$ cat src/rtl/bcd_addsub_pkg.sv
package bcd_addsub_pkg;
  // Strobes from control to datapath
  typedef struct packed {
    logic capture;  // load new result and flags
    logic clear;    // reset result and flags
  } ctrlStrobe_t;
endpackage

$ cat src/rtl/bcd_addsub_ctrl.sv
module bcd_addsub_ctrl
  import bcd_addsub_pkg::*;
(
  input  logic        clk,
  input  logic        rst,
  input  logic        inValid,
  output ctrlStrobe_t strobe,
  output logic        outValid
);

  assign strobe.capture = inValid & ~rst;
  assign strobe.clear   = rst;

  always_ff @(posedge clk) begin
    if (rst) outValid <= 1'b0;
    else     outValid <= inValid;
  end


  valid_follow_chk: assert property (@(posedge clk) disable iff (rst)
    inValid |=> outValid);


  valid_drop_chk: assert property (@(posedge clk) disable iff (rst)
    !inValid |=> !outValid);


  reset_valid_chk: assert property (@(posedge clk)
    rst |=> !outValid);

endmodule

$ cat src/rtl/bcd_addsub_datapath.sv
module bcd_addsub_datapath
  import bcd_addsub_pkg::*;
#(
  parameter int unsigned DATA_W = 8
) (
  input  logic              clk,
  input  ctrlStrobe_t       strobe,
  input  logic [DATA_W-1:0] opA,
  input  logic [DATA_W-1:0] opB,
  input  logic              carryIn,
  input  logic              decEn,
  input  logic              subSel,
  output logic [DATA_W-1:0] result,
  output logic              flagN,
  output logic              flagV,
  output logic              flagZ,
  output logic              flagC
);

  localparam int unsigned NIB_W  = DATA_W / 2;
  localparam int unsigned MID_W  = DATA_W + 1;   // also signed difference width
  localparam int unsigned FIN_W  = DATA_W + 2;
  localparam int unsigned MSB    = DATA_W - 1;
  localparam logic [NIB_W:0]   DIGIT_LIM = (NIB_W+1)'(10);
  localparam logic [NIB_W-1:0] NIB_FIX   = NIB_W'(6);
  localparam logic [MID_W-1:0] HI_LIM    = MID_W'(10 << NIB_W);
  localparam logic [FIN_W-1:0] HI_FIX    = FIN_W'(6 << NIB_W);
  localparam logic [DATA_W-1:0] HI_FIX_B = DATA_W'(6 << NIB_W);

  logic [NIB_W-1:0] aLo, aHi, bLo, bHi;
  assign aLo = opA[NIB_W-1:0];
  assign aHi = opA[DATA_W-1:NIB_W];
  assign bLo = opB[NIB_W-1:0];
  assign bHi = opB[DATA_W-1:NIB_W];

  // Binary path, shared by both operations
  logic [DATA_W-1:0] opBx;
  logic [DATA_W:0]   binSum;
  logic              binN, binV, binZ, binC;
  always_comb begin
    opBx   = subSel ? ~opB : opB;
    binSum = {1'b0, opA} + {1'b0, opBx} + {{DATA_W{1'b0}}, carryIn};
    binN   = binSum[MSB];
    binZ   = (binSum[DATA_W-1:0] == '0);
    binC   = binSum[DATA_W];
    binV   = (opA[MSB] == opBx[MSB]) && (binSum[MSB] != opA[MSB]);
  end

  // Decimal addition: low nibble corrected, carry fed into high nibble
  logic [NIB_W:0]   addLoRaw, addLoAdj;
  logic [NIB_W-1:0] addLoNib;
  logic [MID_W-1:0] addMid;
  logic [FIN_W-1:0] addFin;
  logic             addN, addV, addC;
  always_comb begin
    addLoRaw = {1'b0, aLo} + {1'b0, bLo} + {{NIB_W{1'b0}}, carryIn};
    addLoNib = addLoRaw[NIB_W-1:0] + NIB_FIX;
    addLoAdj = (addLoRaw >= DIGIT_LIM) ? {1'b1, addLoNib} : addLoRaw;
    addMid   = MID_W'({aHi, {NIB_W{1'b0}}}) + MID_W'({bHi, {NIB_W{1'b0}}})
             + MID_W'(addLoAdj);
    addN     = addMid[MSB];
    addV     = (opA[MSB] ^ addMid[MSB]) & (opB[MSB] ^ addMid[MSB]);
    addFin   = (addMid >= HI_LIM) ? ({1'b0, addMid} + HI_FIX) : {1'b0, addMid};
    addC     = |addFin[FIN_W-1:DATA_W];
  end

  // Decimal subtraction: each nibble corrected on its own borrow (signed)
  logic [MID_W-1:0]  subLoRaw, subLo, subMid;
  logic [NIB_W-1:0]  subLoNib;
  logic [DATA_W-1:0] subFin;
  always_comb begin
    subLoRaw = MID_W'(aLo) - MID_W'(bLo) + MID_W'(carryIn) - MID_W'(1);
    subLoNib = subLoRaw[NIB_W-1:0] - NIB_FIX;
    subLo    = subLoRaw[MID_W-1] ? {{(MID_W-NIB_W){1'b1}}, subLoNib} : subLoRaw;
    subMid   = MID_W'({aHi, {NIB_W{1'b0}}}) - MID_W'({bHi, {NIB_W{1'b0}}}) + subLo;
    subFin   = subMid[MID_W-1] ? (subMid[DATA_W-1:0] - HI_FIX_B) : subMid[DATA_W-1:0];
  end

  // Output selection
  logic [DATA_W-1:0] nextRes;
  logic              nextN, nextV, nextZ, nextC;
  always_comb begin
    nextRes = binSum[DATA_W-1:0];
    nextN   = binN;
    nextV   = binV;
    nextZ   = binZ;
    nextC   = binC;
    if (decEn && !subSel) begin
      nextRes = addFin[DATA_W-1:0];
      nextN   = addN;
      nextV   = addV;
      nextC   = addC;
    end else if (decEn) begin
      nextRes = subFin;
    end
  end

  always_ff @(posedge clk) begin
    if (strobe.clear) begin
      result <= '0;
      flagN  <= 1'b0;
      flagV  <= 1'b0;
      flagZ  <= 1'b0;
      flagC  <= 1'b0;
    end else if (strobe.capture) begin
      result <= nextRes;
      flagN  <= nextN;
      flagV  <= nextV;
      flagZ  <= nextZ;
      flagC  <= nextC;
    end
  end


  bin_add_sum_chk: assert property (@(posedge clk) disable iff (strobe.clear)
    (strobe.capture && !decEn && !subSel) |=>
      ({flagC, result} == ({1'b0, $past(opA)} + {1'b0, $past(opB)} + (DATA_W+1)'($past(carryIn)))));


  dec_add_digits_chk: assert property (@(posedge clk) disable iff (strobe.clear)
    (strobe.capture && decEn && !subSel && (aLo <= 4'd9) && (aHi <= 4'd9)
      && (bLo <= 4'd9) && (bHi <= 4'd9)) |=>
      ((result[DATA_W-1:NIB_W] <= 4'd9) && (result[NIB_W-1:0] <= 4'd9)));


  dec_add_zero_chk: assert property (@(posedge clk) disable iff (strobe.clear)
    (strobe.capture && decEn && !subSel) |=>
      (flagZ == (DATA_W'($past(opA) + $past(opB) + DATA_W'($past(carryIn))) == '0)));


  dec_sub_borrow_chk: assert property (@(posedge clk) disable iff (strobe.clear)
    (strobe.capture && decEn && subSel) |=>
      (flagC == (($past(opA) > $past(opB)) || (($past(opA) == $past(opB)) && $past(carryIn)))));


  hold_chk: assert property (@(posedge clk) disable iff (strobe.clear)
    (!$past(strobe.capture) && !$past(strobe.clear)) |->
      ($stable(result) && $stable({flagN, flagV, flagZ, flagC})));

endmodule

$ cat src/rtl/bcd_addsub_unit.sv
module bcd_addsub_unit
  import bcd_addsub_pkg::*;
#(
  parameter int unsigned DATA_W = 8
) (
  input  logic              clk,
  input  logic              rst,
  input  logic              inValid,
  input  logic [DATA_W-1:0] opA,
  input  logic [DATA_W-1:0] opB,
  input  logic              carryIn,
  input  logic              decEn,
  input  logic              subSel,
  output logic [DATA_W-1:0] result,
  output logic              flagN,
  output logic              flagV,
  output logic              flagZ,
  output logic              flagC,
  output logic              outValid
);

  ctrlStrobe_t strobe;

  bcd_addsub_ctrl u_ctrl (
    .clk      (clk),
    .rst      (rst),
    .inValid  (inValid),
    .strobe   (strobe),
    .outValid (outValid)
  );

  bcd_addsub_datapath #(.DATA_W(DATA_W)) u_datapath (
    .clk     (clk),
    .strobe  (strobe),
    .opA     (opA),
    .opB     (opB),
    .carryIn (carryIn),
    .decEn   (decEn),
    .subSel  (subSel),
    .result  (result),
    .flagN   (flagN),
    .flagV   (flagV),
    .flagZ   (flagZ),
    .flagC   (flagC)
  );


  reset_clear_chk: assert property (@(posedge clk)
    rst |=> ((result == '0) && !flagN && !flagV && !flagZ && !flagC));

endmodule

$ cat config.mk
export PLATFORM = sky130hd
export DESIGN_NAME = bcd_addsub_unit
export DESIGN_NICKNAME = d
export VERILOG_FILES = /design/src/rtl/bcd_addsub_pkg.sv /design/src/rtl/bcd_addsub_ctrl.sv /design/src/rtl/bcd_addsub_datapath.sv /design/src/rtl/bcd_addsub_unit.sv
export SDC_FILE = /design/constraint.sdc
export NUM_CORES = 1
export LEC_CHECK = 0
export CAP_MARGIN = 20
export CORE_UTILIZATION = 45
export DETAILED_ROUTE_END_ITERATION = 8
export PLACE_DENSITY = 0.79
export SLEW_MARGIN = 15
export SYNTH_ARGS = -nofsm -noshare
export SYNTH_HDL_FRONTEND = slang
export SYNTH_SLANG_ARGS = --single-unit
export TNS_END_PERCENT = 50
$ cat constraint.sdc
create_clock -name clk -period 8.5 [get_ports clk]
set_clock_uncertainty 0.2 [all_clocks]
set_input_delay 2.55 -clock clk [delete_from_list [all_inputs] [get_ports clk]]
set_output_delay 2.55 -clock clk [all_outputs]
set_load 0.03 [all_outputs]
==> results of run 1 <==
final timing paths:
check                              end  cells after the start
hold reg to reg       u_datapath.flagV                      2
setup reg to reg  u_datapath.result[6]                      4
setup / recovery  u_datapath.result[5]                     21
hold / removal        u_datapath.flagV                      2
power breakdown:
| group | total, uW | switching [uW] | internal, uW |
|---|---|---|---|
| registers | 72.5 | 3.85 | 68.6 |
| logic | 403 | 226 | 177 |
| clock network | 55.7 | 22.6 | 33.1 |
| total | 531 | 252 | 279 |
final cells by class:
| cell class | instances | area, um2 | area share |
|---|---|---|---|
| inverters | 43 | 161.4 | 0.05587 |
| multi-input cells | 244 | 1994 | 0.6903 |
| well taps | 70 | 87.58 | 0.03032 |
| repair buffers | 34 | 340.3 | 0.1178 |
| flip-flops and latches | 13 | 260.3 | 0.09008 |
| clock buffers | 4 | 45.04 | 0.01559 |
metal layers:
layer | part of all wire | up-vias | global-route usage
li1 | - | 1127 | -
met3 | 0.040 | 6 | 0.02778
met2 | 0.50 | 61 | 0.3894
met1 | 0.45 | 1035 | 0.2594
met4 | 0.0081 | 0 | 0.03086
met5 | 0 | - | 0
logic make-up after synthesis:
kind of cell	Yosys count	share of synthesized area
adder cells (fa/ha/maj)	46	0.2688
AND/OR/NAND/NOR	82	0.1671
multiplexers	7	0.02913
AO/OA/AOI/OAI	75	0.2218
buffers and inverters	51	0.07920
XOR/XNOR	34	0.1277
flip-flops	13	0.1063
registers in the layout (all words and copies together), names as in the netlist:
signal,count
u_datapath.flagN,1
u_datapath.flagV,1
u_datapath.result,8
u_ctrl.outValid,1
u_datapath.flagC,1
u_datapath.flagZ,1
tightest hold or removal path, stage by stage (launching register included):
cell	delay [ns]
dfxtp_1	0.31
nand2b_1	0.06
a21oi_1	0.05
placed cells by master (no fill, tap or decap), drive strengths merged, types with 2 or more instances in the layout:
cell type,instances
inv,43
ha,35
clkdlybuf4s50,34
nor2,29
a21oi,21
xor2,18
xnor2,16
dfxtp,13
nand2,11
fa,11
nor2b,8
nor3,8
o21ai,8
a21o,6
mux2i,6
nand3,6
nand2b,5
a31oi,5
o211ai,5
a211oi,5
nand4,4
clkbuf,4
o21a,3
or3,3
o21bai,3
o31ai,3
and3,2
o221ai,2
o311ai,2
stage by stage:
| step | std cells | area [um2] |
|---|---|---|
| after floorplan | 308 | 2449 |
| after global placement | 404 | 2844 |
| after detailed placement | 404 | 2844 |
| after CTS | 408 | 2889 |
| after global routing | 408 | 2889 |
| final | 408 | 2889 |
==> results.md, run 1 <==
* Die ar. at ~0.0057 mm2
* Crit-path cells: clkdlybuf4s50_1, inv_1, fa_1, fa_1, xnor2_1, ha_1, inv_1, a31oi_1, o221ai_1, inv_1, fa_1, inv_1, ha_1, inv_1, fa_1, ha_1, o21ai_0, a31oi_1, xnor2_1, o221ai_1, o21a_1
* Final antenna-violating net count at 0
* Initial antenna violation count at 0
* Die Span Y at 75.77 um
* RSZ-0062 raised after global routing: false
* Worst hold slack at 0.2667 ns
* Max Root-Sink Buffers at 2
* Pre-CTS WS at 0.6238 ns
* Final setup margin at 0.7833 ns
* CTS H-tree lvls at 1
* Post-CTS sizing at 0
* Peak supply drop at 0.00007584 V
* Pre-antenna DRT Iters at 6
* Sink Count at 13
* GP Congestion at 0.8079
* Final Hold Vio Count at 0
* Die Wd at roughly 76 um
* Vias in the first global route at 2,081
* Post-Synthesis Cell Area at 0.002449 mm2
* Min-delay src: u_datapath.flagV
* Number of synthesized register bits at 13
* CTS Buf Count at 3
* Max-Cap Viols at 0
* Final core occ at 0.5585
* WL per Instance at 13.93 um
* Biggest area consumer among synthesized cells: ha_1
* Overflow after GRT at 0
* Via count at 2,229
* Async SR Flop Fraction at 0
* IO Count at 35
* Core Rows at 26
* Cell mode on critical path: inv_1
* Clock tree root buffer cell: clkbuf_8
* R2R Setup Slk at 7.47 ns
* Final nets at 407
* Synthesis-to-layout area growth at 17.99%
* Fin crit period at 7.717 ns
* Tot Pwr at 531.4 uW
* Hold/Removal Path Class: reg2reg
* # DRC at 0
* Hold buffers post-CTS at 0
* Period utilization at 0.9078
* Filler cells at 464
* DP Wirelength at 4716 um
* Placeable core region at ~0.0052 mm2
* Diode count at 0
* First-pass GRT wire length at ~9200 um
* WS Path Type: in2reg
* Post-synthesis sequential area ratio at 0.1063
* Cell variety after synth at 54
* Most frequent cell after synthesis: inv_1
* Gr usage total at 0.2090
* Slew Viols, Final at 0
* Status: finished, final reports clean
* Syn. warnings at 0
* Final setup fails at 0
* Crit path from: opA[0]
* Synth top cells by count: inv_1, ha_1, nor2_1
* CP Capture Type: flop
* Pwr Density at 183.9 mW/mm2
* CP max stage delay at 0.51 ns
* Largest net degree at the start of global routing at 22
* Syn avg cell area at between 7 and 8 um2
* Leakage power total at between 0.001 and 0.0015 uW
* Slowest CP cell: clkdlybuf4s50_1
* CP Max Fanout at 4
* F_max at 129.6 MHz
* CTS clk-pin slew, worst paths at 0.06 ns
* Reg2reg start: u_datapath.result[6]
* Syn_nets at 376
* Port bufs at 34
* Worst slew pin tran at 0.8786 ns
* Total negative setup slack at 0 ns
* Slew margin rel. at 0.4124
* Worst EP arrival at 7.66 ns
* Routed WL at around 5700 um
* Buf/Inv on CP at 6
* Via density at 5.463
* Initial Util at 0.4734
* Startpoint Class: input port
* Main synth FF type: dfxtp_1
* Req. time, crit path at 8.44 ns
* Largest cells by area after synthesis: ha_1, dfxtp_1, fa_1, inv_1, xnor2_1
* Layout cell share with drive strength beyond 1 at 0.04438
* Synth Instances at 308
* Setup repair bufs after CTS at 0
* Worst-skew pair later-pin latency at around 0.24 ns
* Initial drt markers at 109
* Post-synth EDFFs at 0
* Top delay family on crit path: adder cells
* CTS tree: built
* Synth top area share at 0.1788
Power figures use the tool's default switching activity.
==> run 2: changes to the inputs <==
Settings changed: CTS_BUF_LIST from default to sky130_fd_sc_hd__clkbuf_2 sky130_fd_sc_hd__clkbuf_4 sky130_fd_sc_hd__clkbuf_8.
==> run 2 against run 1 <==
Net effect:
- clock power grew 6.1%
- wire length grew 0.12%
- largest cell class unchanged
- sequential cell count is the same
- clock-buffer cell count is the same
- register-to-register slack is essentially flat
- non-clock buffer count is the same
- final cell count is the same
- critical endpoint unchanged
- fmax shrank 0.18%
==> results.md, run 2 (synthesized netlist as in run 1, its figures left out) <==
* Status: finished, final reports clean
* GP Congestion at 0.8079 (unchanged)
* Clock tree root buffer cell: clkbuf_8
* Biggest register: u_datapath.result
* Synthesis-to-layout area growth at 18.14%
* Hold buffers post-CTS at 0 (unchanged)
* Placeable core region at 0.005172 mm2 (unchanged)
* CTS clk-pin slew, worst paths at 0.06 ns (about the same)
* Initial antenna violation count at 0 (unchanged)
* Via density at 5.480 (+0.31%)
* Most frequent cells in the layout: inv_1, ha_1, clkdlybuf4s50_1, nor2_1, a21oi_1
* Overflow after GRT at 0 (unchanged)
* Largest net degree at the start of global routing at 22 (unchanged)
* Worst-skew pair later-pin latency at 0.24 ns (about the same)
* Diode count at 0 (unchanged)
* CP Capture Type: flop
* Fin crit period at 7.730 ns (+0.01354 ns)
* Net Sw Power at 252.8 uW (+0.13%)
* IO Count at 35 (unchanged)
* Clock share of power at 0.110 (+0.005)
* Switching share of power at 0.4726 (-0.002488)
* Min-delay src: u_datapath.flagV
* FF-to-FF path depth at 4 (unchanged)
* Via count at 2,236 (+0.31%)
* Worst slew pin tran at 0.8924 ns (+0.01375 ns)
* Vias in the first global route at 2,078 (-0.14%)
* Die Wd at 75.77 um (unchanged)
* F_max at 129.4 MHz (-0.18%)
* Die Span Y at 75.77 um (unchanged)
* Req. time, crit path at 8.44 ns (about the same)
* Hold path depth at 2 (unchanged)
* CTS tree: built
* Setup repair bufs after CTS at 0 (unchanged)
* Final setup fails at 0 (unchanged)
* Filler cells at 462 (-0.43%)
* Inst Count DP at 404 (unchanged)
* CTS Buf Count at 3 (unchanged)
* Peak supply drop at 0.00007603 V (+0.25%)
* Max-Cap Viols at 0 (unchanged)
* WS Path Type: in2reg
* RSZ-0062 raised after global routing: false
* # DRC at 0 (unchanged)
* Max Root-Sink Buffers at 2 (unchanged)
* Hold/Removal Path Class: reg2reg
* Worst hold slack at 0.2666 ns (-0.0001050 ns)
* R2R Setup Slk at 7.47 ns (about the same)
* Worst min-delay path endpoint: u_datapath.flagV
* Final nets at 407 (unchanged)
* Worst EP arrival at 7.67 ns (about the same)
* Sink Count at 13 (unchanged)
* Period utilization at 0.9094 (+0.001593)
* Final Hold Vio Count at 0 (unchanged)
* Initial Util at 0.4734 (unchanged)
* Pre-antenna DRT Iters at 4 (-2)
* Total negative setup slack at 0 ns (unchanged)
* Layout cell share with drive strength beyond 1 at 0.04734 (+0.002959)
* Final Non-Filler Cells at 408 (unchanged)
* Gr usage total at 0.2088 (-0.0002190)
* DP Wirelength at 4716 um (unchanged)
* Pint at 282.1 uW (+1.1%)
* WL per Instance at 13.95 um (+0.12%)
* Final core occ at 0.5593 (+0.0007260)
* Final antenna-violating net count at 0 (unchanged)
* Post-CTS sizing at 0 (unchanged)
* Reg2reg start: u_datapath.result[6]
* Slew Viols, Final at 0 (unchanged)
* Pwr Density at 184.9 mW/mm2 (+0.52%)
* First-pass GRT wire length at 9218 um (-0.15%)
* CP Max Fanout at 4 (unchanged)
* Core Rows at 26 (unchanged)
* CTS H-tree lvls at 1 (unchanged)
* Commonest non-fill, non-tap cell in the layout: inv_1
* Startpoint Class: input port
* Max reg flops at 8 (unchanged)
* Worst R2R End: u_datapath.result[6]
* Die ar. at 0.005740 mm2 (unchanged)
* Tot Pwr at 534.9 uW (+0.65%)
* Slew margin rel. at 0.4032 (-0.009194)
* Routed WL at 5690 um (+0.12%)
* Sequential Power Share at 0.135 (about the same)
* Gate power share at 0.754 (-0.005)
* Leakage power total at 0.001301 uW (+0.26%)
* Initial drt markers at 115 (+5.5%)
* Port bufs at 34 (unchanged)
[run 2: cell counts in the layout (fill, tap and decap cells not counted)]
Identical to the previous run, type by type.
[run 2: metrics by stage]
| stage | cell area [um2] | worst slack (ns) |
|---|---|---|
| after floorplan | 2449 | 1.583 |
| after global placement | 2844 | 0.7167 |
| after detailed placement | 2844 | 0.6238 |
| after CTS | 2893 | 0.8405 |
| after global routing | 2893 | 0.4961 |
| final | 2893 | 0.7698 |
[run 2: layer usage]
layer	wire, um	GRT usage	up-vias
met1	2579	0.2588	1053
met2	2865	0.3894	52
li1	-	-	1127
met3	206	0.02778	4
met5	0	0	-
met4	40	0.03086	0
[run 2: worst max path at each step]
| stage | start | depth (start not counted) | end |
|---|---|---|---|
| 2_1_floorplan | opA[0] | 19 | u_datapath.result[7] |
| 3_3_place_gp | opA[0] | 21 | u_datapath.result[5] |
| 3_5_place_dp | opA[0] | 21 | u_datapath.result[5] |
| 4_1_cts | opA[0] | 21 | u_datapath.result[5] |
| 5_1_grt | opA[0] | 21 | u_datapath.result[5] |
| 6_report | opA[0] | 21 | u_datapath.result[5] |
[run 2: final cells by class]
class,count,area (um2),share of cell area
Tap cell,70,87.58,0.03028
Multi-Input combinational cell,244,1994,0.6894
Inverter,43,161.4,0.05580
Clock buffer,4,48.80,0.01687
Sequential cell,13,260.3,0.08997
Timing Repair Buffer,34,340.3,0.1176
[run 2: worst max-delay path: stages]
cell and delay, ns:
clkdlybuf4s50_1 0.51, inv_1 0.09, fa_1 0.48, fa_1 0.43, xnor2_1 0.21, ha_1 0.26, inv_1 0.06, a31oi_1 0.04
o221ai_1 0.42, inv_1 0.15, fa_1 0.39, inv_1 0.07, ha_1 0.16, inv_1 0.06, fa_1 0.51, ha_1 0.28
o21ai_0 0.33, a31oi_1 0.10, xnor2_1 0.17, o221ai_1 0.15, o21a_1 0.23
[run 2: power groups by stage]
stage               Sequential [uW]  Clock [uW]  Combinational [uW]
finish                         72.5        59.1                 403
global route                   73.2        63.8                 447
CTS                            72.3        59.3                 402
detailed placement             73.6           0                 400
global placement               73.5           0                 386
floorplan                      88.2           0                 292
==> run 3: changes to the inputs <==
Settings changed: CORE_UTILIZATION 45 to 50, PLACE_DENSITY 0.79 to 0.85.
Clock period 8.5 ns to 8.51 ns, I/O delays scaled along.
==> run 3 against run 2 <==
Net effect:
- wire length decreased by 2.5%
- via count up 1.1%
- cell area shrank 0.13%
- sequential power about the same
- setup slack gained 0.11 ns
- first-iteration DRC count up 37%
==> results.md, run 3 (synthesized netlist as in run 1, its figures left out) <==
* Final antenna-violating net count at 0 (unchanged)
* Most frequent cells in the layout: inv_1, ha_1, clkdlybuf4s50_1, nor2_1, a21oi_1
* Worst slew pin tran at 0.8782 ns (-0.01422 ns)
* First-pass GRT wire length at 9266 um (+0.52%)
* Total negative setup slack at 0 ns (unchanged)
* Routed WL at 5545 um (-2.5%)
* Gr usage total at 0.2210 (+0.01217)
* Period utilization at 0.8971
* Max Root-Sink Buffers at 2 (unchanged)
* Post-CTS sizing at 0 (unchanged)
* Via density at 5.580 (+1.8%)
* Pwr Density at 182.6 mW/mm2 (-1.2%)
* Via count at 2,260 (+1.1%)
* Final setup margin at 0.8757 ns (+0.1059 ns)
* Pre-CTS WS at 0.6446 ns (+0.02083 ns)
* Diode count at 0 (unchanged)
* Layout cell share with drive strength beyond 1 at 0.04734 (unchanged)
* Vias in the first global route at 2,104 (+1.3%)
* Peak supply drop at 0.00008449 V (+11%)
* Placed inst area at 0.002840 mm2 (-0.13%)
* Core Rows at 25 (-3.8%)
* Req. time, crit path at 8.45 ns (about the same)
* R2R Setup Slk at 7.49 ns (+0.02 ns)
* Commonest non-fill, non-tap cell in the layout: inv_1
* Met2 wire len at 2814 um (-1.8%)
* Final Hold Vio Count at 0 (unchanged)
* Wl on met1 at 2473 um (-4.1%)
* CTS Buf Count at 3 (unchanged)
* FF-to-FF path depth at 4 (unchanged)
* Port bufs at 34 (unchanged)
* CP Max Fanout at 4 (unchanged)
* Initial drt markers at 157 (+37%)
* Hold buffers post-CTS at 0 (unchanged)
* Clock tree root buffer cell: clkbuf_8
* Startpoint Class: input port
* CTS clk-pin slew, worst paths at 0.06 ns (about the same)
* Worst-skew pair later-pin latency at 0.24 ns (about the same)
* Largest net degree at the start of global routing at 22 (unchanged)
* Pre-antenna DRT Iters at 4 (unchanged)
* # DRC at 0 (unchanged)
* GP Congestion at 0.8943 (+11%)
* Met3 wire length at 235 um (+14%)
* Leakage power total at 0.001301 uW (unchanged)
* Max-Cap Viols at 0 (unchanged)
* Final setup fails at 0 (unchanged)
* Die ar. at 0.005181 mm2 (-9.7%)
* Placeable core region at 0.004723 mm2 (-8.7%)
* CTS tree: built
* Slew margin rel. at 0.4127 (+0.009510)
* DP Wirelength at 4434 um (-6.0%)
* Filler cells at 409 (-11%)
* Max reg flops at 8 (unchanged)
* Min-delay src: u_datapath.flagV
* Slew Viols, Final at 0 (unchanged)
* Die Wd at 71.98 um (-5.0%)
* Highest metal used: met4
* Initial Util at 0.5184 (+0.04502)
* RSZ-0062 raised after global routing: false
* Hold/Removal Path Class: reg2reg
* Biggest register: u_datapath.result
* WS Path Type: in2reg
* Finished Cell Area at 0.002889 mm2 (-0.13%)
* WL per Instance at 13.69 um (-1.8%)
* F_max at 131.0 MHz
* Status: finished, final reports clean
* IO Count at 35 (unchanged)
* Fin crit period at 7.634 ns
* Reg2reg start: u_datapath.result[6]
* Worst R2R End: u_datapath.result[6]
* Worst min-delay path endpoint: u_datapath.flagV
* CTS H-tree lvls at 1 (unchanged)
* CP Capture Type: flop
* Worst EP arrival at 7.57 ns (-0.10 ns)
* Die Span Y at 71.98 um (-5.0%)
* Hold path depth at 2 (unchanged)
* Initial antenna violation count at 0 (unchanged)
* Setup repair bufs after CTS at 0 (unchanged)
* Sink Count at 13 (unchanged)
* Overflow after GRT at 0 (unchanged)
* Synthesis-to-layout area growth at 17.99%
* Final nets at 407 (unchanged)
[run 3: cell counts in the layout (fill, tap and decap cells not counted)]
Identical to the previous run, type by type.
[run 3: how the worst max path moves through the flow]
stage / start / to / slack (ns)
after global routing: opA[0] / u_datapath.result[7] / 0.44
after detailed placement: opA[0] / u_datapath.result[7] / 0.64
final: opA[0] / u_datapath.result[5] / 0.88
after global placement: opA[0] / u_datapath.result[7] / 0.74
after CTS: opA[0] / u_datapath.result[7] / 0.89
after floorplan: opA[0] / u_datapath.result[7] / 1.59
[run 3: final cells by class]
| cell class | instances | area [um2] | area share |
|---|---|---|---|
| Inverter | 43 | 161.4 | 0.05587 |
| Multi-Input combinational cell | 244 | 1994 | 0.6903 |
| Timing Repair Buffer | 34 | 340.3 | 0.1178 |
| Clock buffer | 4 | 48.80 | 0.01689 |
| Sequential cell | 13 | 260.3 | 0.09008 |
| Tap cell | 67 | 83.83 | 0.02902 |
[run 3: per-layer routing]
| metal | vias to the layer above | track usage |
|---|---|---|
| li1 | 1132 | - |
| met1 | 1069 | 0.2840 |
| met2 | 57 | 0.4119 |
| met3 | 2 | 0.02500 |
| met4 | 0 | 0.01961 |
| met5 | - | 0 |
[run 3: worst max-delay path, cell delays in order]
cell,delay (ns)
clkdlybuf4s50_1,0.51
inv_1,0.09
fa_1,0.47
fa_1,0.42
xnor2_1,0.20
ha_1,0.25
inv_1,0.06
a31oi_1,0.04
o221ai_1,0.42
inv_1,0.14
fa_1,0.38
inv_1,0.08
ha_1,0.17
inv_1,0.06
fa_1,0.52
ha_1,0.28
o21ai_0,0.31
a31oi_1,0.10
xnor2_1,0.14
o221ai_1,0.14
o21a_1,0.23
[run 3: power breakdown]
| part | switching [uW] | leakage (uW) | internal, uW | total (uW) |
|---|---|---|---|---|
| Sequential | 3.77 | 0.000108 | 68.5 | 72.3 |
| Clock | 21.7 | 0.0000262 | 36.2 | 58.0 |
| Combinational | 221 | 0.00117 | 176 | 397 |
| Total | 247 | 0.00130 | 281 | 528 |
[run 3: per-stage QoR]
step	std cells	power [uW]	hold slack (ns)	util
after floorplan	308	380.1	0.3938	-
after global placement	401	456.9	0.2581	0.6013
after detailed placement	401	466.7	0.2640	0.6013
after CTS	405	526.9	0.2742	0.6117
after global routing	405	577.2	0.2909	0.6117
final	405	527.6	0.2705	0.6117
